### src/rtl/scr_pkg.sv
`timescale 1ns/1ps
package scr_pkg;

  localparam int BUS_BYTES = 8;

  typedef enum logic [1:0] {
    SZ_B1 = 2'd0,
    SZ_B2 = 2'd1,
    SZ_B4 = 2'd2,
    SZ_B8 = 2'd3
  } acc_size_e;

  typedef enum logic [1:0] {
    RGN_NONE = 2'd0,
    RGN_NOP  = 2'd1,
    RGN_SCR  = 2'd2
  } region_e;

  function automatic logic [3:0] size_to_bytes(input logic [1:0] code);
    return 4'd1 << code;
  endfunction

endpackage

### src/rtl/scr_decode.sv
`timescale 1ns/1ps
module scr_decode
  import scr_pkg::*;
#(
  parameter int AW        = 12,
  parameter int NOP_BASE  = 'h000,
  parameter int SCR_BASE  = 'h040,
  parameter int SCR_BYTES = 64,
  localparam int OW       = $clog2(SCR_BYTES)
) (
  input  logic [AW-1:0] addr_i,
  input  logic [1:0]    size_i,
  output region_e       region_o,
  output logic [3:0]    nbytes_o,
  output logic [OW-1:0] scr_off_o,
  output logic [2:0]    nop_k_o
);

  logic [AW:0]   scr_rel;
  logic [AW:0]   scr_end;
  logic [AW-1:0] nop_rel;
  logic          scr_hit;
  logic          nop_hit;

  always_comb begin
    nbytes_o = size_to_bytes(size_i);
    // borrow in the top bit flags a start below the window
    scr_rel  = {1'b0, addr_i} - (AW+1)'(SCR_BASE);
    scr_end  = {1'b0, scr_rel[AW-1:0]} + (AW+1)'(nbytes_o);
    scr_hit  = !scr_rel[AW] && (scr_end <= (AW+1)'(SCR_BYTES));
    nop_rel  = addr_i - AW'(NOP_BASE);
    nop_hit  = nop_rel < AW'(BUS_BYTES);
    if (scr_hit)      region_o = RGN_SCR;
    else if (nop_hit) region_o = RGN_NOP;
    else              region_o = RGN_NONE;
    scr_off_o = addr_i[OW-1:0];
    nop_k_o   = nop_rel[2:0];
  end

endmodule

### src/rtl/scr_store.sv
`timescale 1ns/1ps
module scr_store
  import scr_pkg::*;
#(
  parameter int DEPTH = 64,
  localparam int OW   = $clog2(DEPTH)
) (
  input  logic          clk_i,
  input  logic          rst_ni,
  input  logic          wr_i,
  input  logic [OW-1:0] off_i,
  input  logic [3:0]    nbytes_i,
  input  logic [63:0]   wdata_i,
  output logic [63:0]   rdata_o
);

  logic [7:0]       mem_q [DEPTH];
  logic [DEPTH-1:0] lane_hit;
  logic [2:0]       lane_sel [DEPTH];

  for (genvar j = 0; j < DEPTH; j++) begin : g_lane
    logic [OW-1:0] lane;
    assign lane        = OW'(j) - off_i;
    assign lane_hit[j] = wr_i && (int'(lane) < int'(nbytes_i));
    assign lane_sel[j] = lane[2:0];
  end

  always_ff @(posedge clk_i or negedge rst_ni) begin
    if (!rst_ni) begin
      for (int j = 0; j < DEPTH; j++) mem_q[j] <= 8'h00;
    end else begin
      for (int j = 0; j < DEPTH; j++)
        if (lane_hit[j]) mem_q[j] <= wdata_i[8*lane_sel[j] +: 8];
    end
  end

  for (genvar i = 0; i < BUS_BYTES; i++) begin : g_rd
    logic [OW-1:0] idx;
    assign idx = off_i + OW'(i);
    assign rdata_o[8*i +: 8] = (4'(i) < nbytes_i) ? mem_q[idx] : 8'h00;
  end

endmodule

### src/rtl/scr_nop.sv
`timescale 1ns/1ps
module scr_nop
  import scr_pkg::*;
#(
  parameter logic [31:0] SIG = 32'h1234ABCD
) (
  input  logic [2:0]  k_i,
  input  logic [3:0]  nbytes_i,
  output logic [63:0] rdata_o
);

  localparam logic [63:0] PAT = {SIG, SIG};

  for (genvar i = 0; i < BUS_BYTES; i++) begin : g_byte
    logic [3:0] pos;
    logic [7:0] pat_byte;
    assign pos      = {1'b0, k_i} + 4'(i);
    assign pat_byte = pos[3] ? 8'hFF : PAT[8*pos[2:0] +: 8];
    assign rdata_o[8*i +: 8] = (4'(i) < nbytes_i) ? pat_byte : 8'h00;
  end

endmodule

### src/rtl/scr_mmio_window.sv
`timescale 1ns/1ps
module scr_mmio_window
  import scr_pkg::*;
#(
  parameter int          AW        = 12,
  parameter int          NOP_BASE  = 'h000,
  parameter int          SCR_BASE  = 'h040,
  parameter int          SCR_BYTES = 64,
  parameter logic [31:0] SIG       = 32'h1234ABCD
) (
  input  logic          clk_i,
  input  logic          rst_ni,
  input  logic          req_i,
  input  logic          we_i,
  input  logic [AW-1:0] addr_i,
  input  logic [1:0]    size_i,
  input  logic [63:0]   wdata_i,
  output logic          ready_o,
  output logic [63:0]   rdata_o
);

  localparam int OW = $clog2(SCR_BYTES);

  region_e       region;
  logic [3:0]    nbytes;
  logic [OW-1:0] scr_off;
  logic [2:0]    nop_k;
  logic [63:0]   scr_rd;
  logic [63:0]   nop_rd;
  logic [63:0]   rd_next;
  logic          ready_q;
  logic [63:0]   rdata_q;

  scr_decode #(
    .AW(AW), .NOP_BASE(NOP_BASE), .SCR_BASE(SCR_BASE), .SCR_BYTES(SCR_BYTES)
  ) i_decode (
    .addr_i(addr_i), .size_i(size_i), .region_o(region),
    .nbytes_o(nbytes), .scr_off_o(scr_off), .nop_k_o(nop_k)
  );

  scr_store #(.DEPTH(SCR_BYTES)) i_store (
    .clk_i(clk_i), .rst_ni(rst_ni),
    .wr_i(req_i && we_i && (region == RGN_SCR)),
    .off_i(scr_off), .nbytes_i(nbytes), .wdata_i(wdata_i), .rdata_o(scr_rd)
  );

  scr_nop #(.SIG(SIG)) i_nop (
    .k_i(nop_k), .nbytes_i(nbytes), .rdata_o(nop_rd)
  );

  always_comb begin
    unique case (region)
      RGN_SCR: rd_next = scr_rd;
      RGN_NOP: rd_next = nop_rd;
      default: rd_next = '1;
    endcase
  end

  always_ff @(posedge clk_i or negedge rst_ni) begin
    if (!rst_ni) begin
      ready_q <= 1'b0;
      rdata_q <= '0;
    end else begin
      ready_q <= req_i;
      if (req_i && !we_i) rdata_q <= rd_next;
    end
  end

  assign ready_o = ready_q;
  assign rdata_o = rdata_q;

endmodule

### config.mk
export PLATFORM = sky130hd
export DESIGN_NAME = scr_mmio_window
export DESIGN_NICKNAME = d
export VERILOG_FILES = /design/src/rtl/scr_pkg.sv /design/src/rtl/scr_decode.sv /design/src/rtl/scr_store.sv /design/src/rtl/scr_nop.sv /design/src/rtl/scr_mmio_window.sv
export SDC_FILE = /design/constraint.sdc
export NUM_CORES = 2
export LEC_CHECK = 0
export BUFFER_PORTS_ARGS = -buffer_cell sky130_fd_sc_hd__buf_2
export CORE_MARGIN = 4
export CORE_UTILIZATION = 39
export CTS_CLUSTER_DIAMETER = 150
export DETAILED_ROUTE_END_ITERATION = 8
export PLACE_DENSITY_LB_ADDON = 0.05
export SLEW_MARGIN = 25
export SYNTH_ARGS = -nofsm -noshare
export SYNTH_HDL_FRONTEND = slang
export SYNTH_HIERARCHICAL = 1
export SYNTH_SLANG_ARGS = --single-unit
### constraint.sdc
create_clock -name clk_i -period 7.2 [get_ports clk_i]
set_input_delay 1.44 -clock clk_i [delete_from_list [all_inputs] [get_ports clk_i]]
set_output_delay 1.44 -clock clk_i [all_outputs]
set_load 0.01 [all_outputs]
==> run_results.csv <==
group,metric,value,unit
sta,skew,0.0341,ns
sta,slew_headroom,15.9,%
detailed_routing,drc_errors,0,
synth,synth_ff_type,"dfrtp_1",
place,dpl_cell_area,54200,um^2
setup_path,worstPathMaxFanout,62,
sta,period_minus_slack,5.46,ns
synth,synth_edf_count,0,
final_layout,nets,4169,
die,initial_utilization,39.2,%
detailed_routing,viasPerCell,7.25,
sta,rsz0062_at_grt,"false",
detailed_routing,vias,42371,
setup_path,reg2reg_from,"i_store/mem_q[26]$_DFFE_PN0P_",
clock_tree,clock_latency,0.72,ns
global_routing,grt_max_degree,138,
die,core-area,129000,um^2
clock_tree,cts_tree,"done",
clock_tree,max-clock-path-buffers,3,
sta,finalSetupViolations,0,
place,place.gp.congestion,1.01,
pwr,total_power,10.4,mW
die,fp.dieW,369,um
die,io_pins,147,
setup_path,critPathCaptureType,"flop",
final_layout,design_area,57000,um^2
sta,worst_slew_pin_slew,1.26,ns
die,die_y,369,um
sta,final_max_slew_viol_count,0,
sta,tns,0,ns
final_layout,fin_util,44.1,%
sta,finalHoldViolCount,0,
place,io_buffer_count,146,
clock_tree,cts_num_sinks,577,
detailed_routing,dr.pass1.iters,7,
place,dp.cells,5687,
detailed_routing,post_drt_wl_per_cell,46.5,um
clock_tree,numCtsBuffers,78,
min_path,hold_depth,1,
synth,yosys.area.top_type,"mux4_2",
synth,synth_area_leaders,"mux4_2 (34%), dfrtp_1 (28%), mux2_2 (12%), nand2_1 (4.2%), mux2i_1 (2.2%)",
synth,synthesis.area,50700,um^2
synth,synth-seq-cells,577,
clock_tree,cts_hold_buf,0,
setup_path,critPathLaunchType,"primary input",
setup_path,ff2ff_path_depth,6,
final_layout,area_delta_synth_final,12.4,%
sta,fin_crit_sh,75.9,%
detailed_routing,ant_nets,0,
synth,synthCells,3898,
synth,synth.distinct_cells,83,
global_routing,track_usage,39.5,%
clock_tree,post_cts_buffers,0,
detailed_routing,dr.first_iter.drc_count,5607,
min_path,hold_start,"rdata_o[5]$_DFFE_PN0P_",
synth,ys_async_sr_fraction,100,%
place,dp_hpwl,195000,um
setup_path,crit_type,"primary input to flop",
setup_path,cp-startpoint,"addr_i[0]",
die,std_cell_rows,132,
clock_tree,cts_resized,0,
global_routing,grt_overflow_total,0,
outcome,outcome,"complete, no violations",
die,die_area,136000,um^2
synth,postSynthAreaPerCell,13.0,um^2
run,drv_cap,0,
synth,ys_seq_area_share,28.5,%
pwr,leakage,23.0,nW
setup_path,arrival,6.04,ns
min_path,hold_path_class,"flop to flop",
global_routing,antenna_found_initial,30,
final_layout,fin_cells,5843,
pwr,vdd_drop_max,0.154,mV
clock_tree,clockRootBuffer,"clkbuf_16",
synth,syn_nets,4041,
pwr,power_density,183,nW/um^2
global_routing,grt_pass1_vias,39363,
setup_path,cp.required,7.78,ns
clock_tree,clk_pin_slew,0.06,ns
synth,ys_warn_count,6,
final_layout,layout-drive-gt1-share,48.5,%
global_routing,grt_pass1_wl,362000,um
detailed_routing,routed_wl,271000,um
sta,fmax,183,MHz
final_layout,num-fill-cells,11827,
clock_tree,h-tree-depth,3,
synth,yosys.area.top_type_share,34.4,%
-- power by group --
part           switching, mW  leakage, nW  internal, mW
clock network           1.74         1.34          2.58
registers              0.108         7.72          3.31
logic                   1.83         14.0         0.845
-- layer usage --
layer,track usage (%),share of wire [%],up-vias
met3,17.6,14,733
met2,55.0,41,3286
met5,0.962,0.19,-
met1,50.1,37,22386
li1,-,-,15948
met4,24.7,7.6,18
-- cell type report --
class	instances	area, um^2	area share (%)
Timing Repair Buffer	406	3100	5.43
Clock buffer	107	2310	4.06
Sequential cell	577	14400	25.3
Multi-Input combinational cell	2922	34300	60.2
Clock inverter	34	452	0.792
Tap cell	1742	2180	3.82
Antenna cell	14	35.0	0.0615
Inverter	41	161	0.283
-- registers in the layout, indices dropped and copies added (netlist names) --
| name | cells |
|---|---|
| i_store/mem_q | 512 |
| rdata_o | 64 |
| ready_o | 1 |
-- cell usage after synthesis, drive strengths merged (17+ instances only) --
library cell	n
nor3b	17
xnor2	69
a21oi	75
dfrtp	577
o22ai	25
nor2b	26
a211oi	30
xor2	21
mux4	776
clkbuf	81
nor3	24
nand2	566
mux2	572
and3	32
a31oi	42
a32oi	44
mux2i	109
nand3	97
inv	39
ha	60
buf	277
nor2	76
o21ai	41
a221o	65
-- stage by stage --
step | worst slack (ns) | hold slack, ns
4_1_cts | 1.81 | 0.504
3_3_place_gp | 1.14 | 0.485
3_5_place_dp | 1.06 | 0.491
5_1_grt | 1.54 | 0.512
2_1_floorplan | 1.41 | 0.526
6_report | 1.74 | 0.500
-- worst max-delay path, cell delays in order --
cell	delay, ns
buf_8	0.47
ha_1	0.32
fa_1	0.42
nor3_1	0.29
o2111ai_1	0.16
nand4b_1	0.12
o211a_1	0.21
ha_2	0.19
and3_1	0.24
inv_1	0.38
a211oi_1	0.60
or3b_1	0.76
mux2_2	0.41
-- cells in the final DEF (no fill, tap or decap), drive strengths merged, types with 24 or more instances in the layout --
master and n:
clkbuf 107, o21ai 41, nand2 566, a31oi 42, dfrtp 577, nor3 24
buf 406, nand3 97, a211oi 30, a21oi 75, nor2b 26, inv 45
a221o 65, a32oi 44, ha 60, mux2i 109, xnor2 69, o22ai 25
nor2 76, mux2 572, and3 32, mux4 776
-- path summary, 6_finish.rpt --
path	endpoint	slack [ns]
setup / recovery	i_store/mem_q[231]$_DFFE_PN0P_	1.74
hold / removal	rdata_o[5]$_DFFE_PN0P_	0.50
setup reg to reg	rdata_o[50]$_DFFE_PN0P_	3.91
hold reg to reg	rdata_o[5]$_DFFE_PN0P_	0.50
max in group asynchronous	i_store/mem_q[251]$_DFFE_PN0P_	4.95
min in group asynchronous	i_store/mem_q[319]$_DFFE_PN0P_	0.80
-- cell families (layout without fill, tap and decap cells) --
logic type | count (synthesis) | in the layout | synth area share, %
AOI/OAI and AO/OA | 419 | 419 | 6.16
xor gates and xnor gates | 90 | 90 | 1.58
adders and majority gates | 61 | 61 | 1.52
buffers and inverters | 399 | 588 | 4.39
DFF | 577 | 577 | 28.5
muxes | 1457 | 1457 | 49.7
other | 0 | 14 | 0
and+or+nand+nor | 895 | 895 | 8.17
Note: power is estimated with default switching activity, not from simulation.
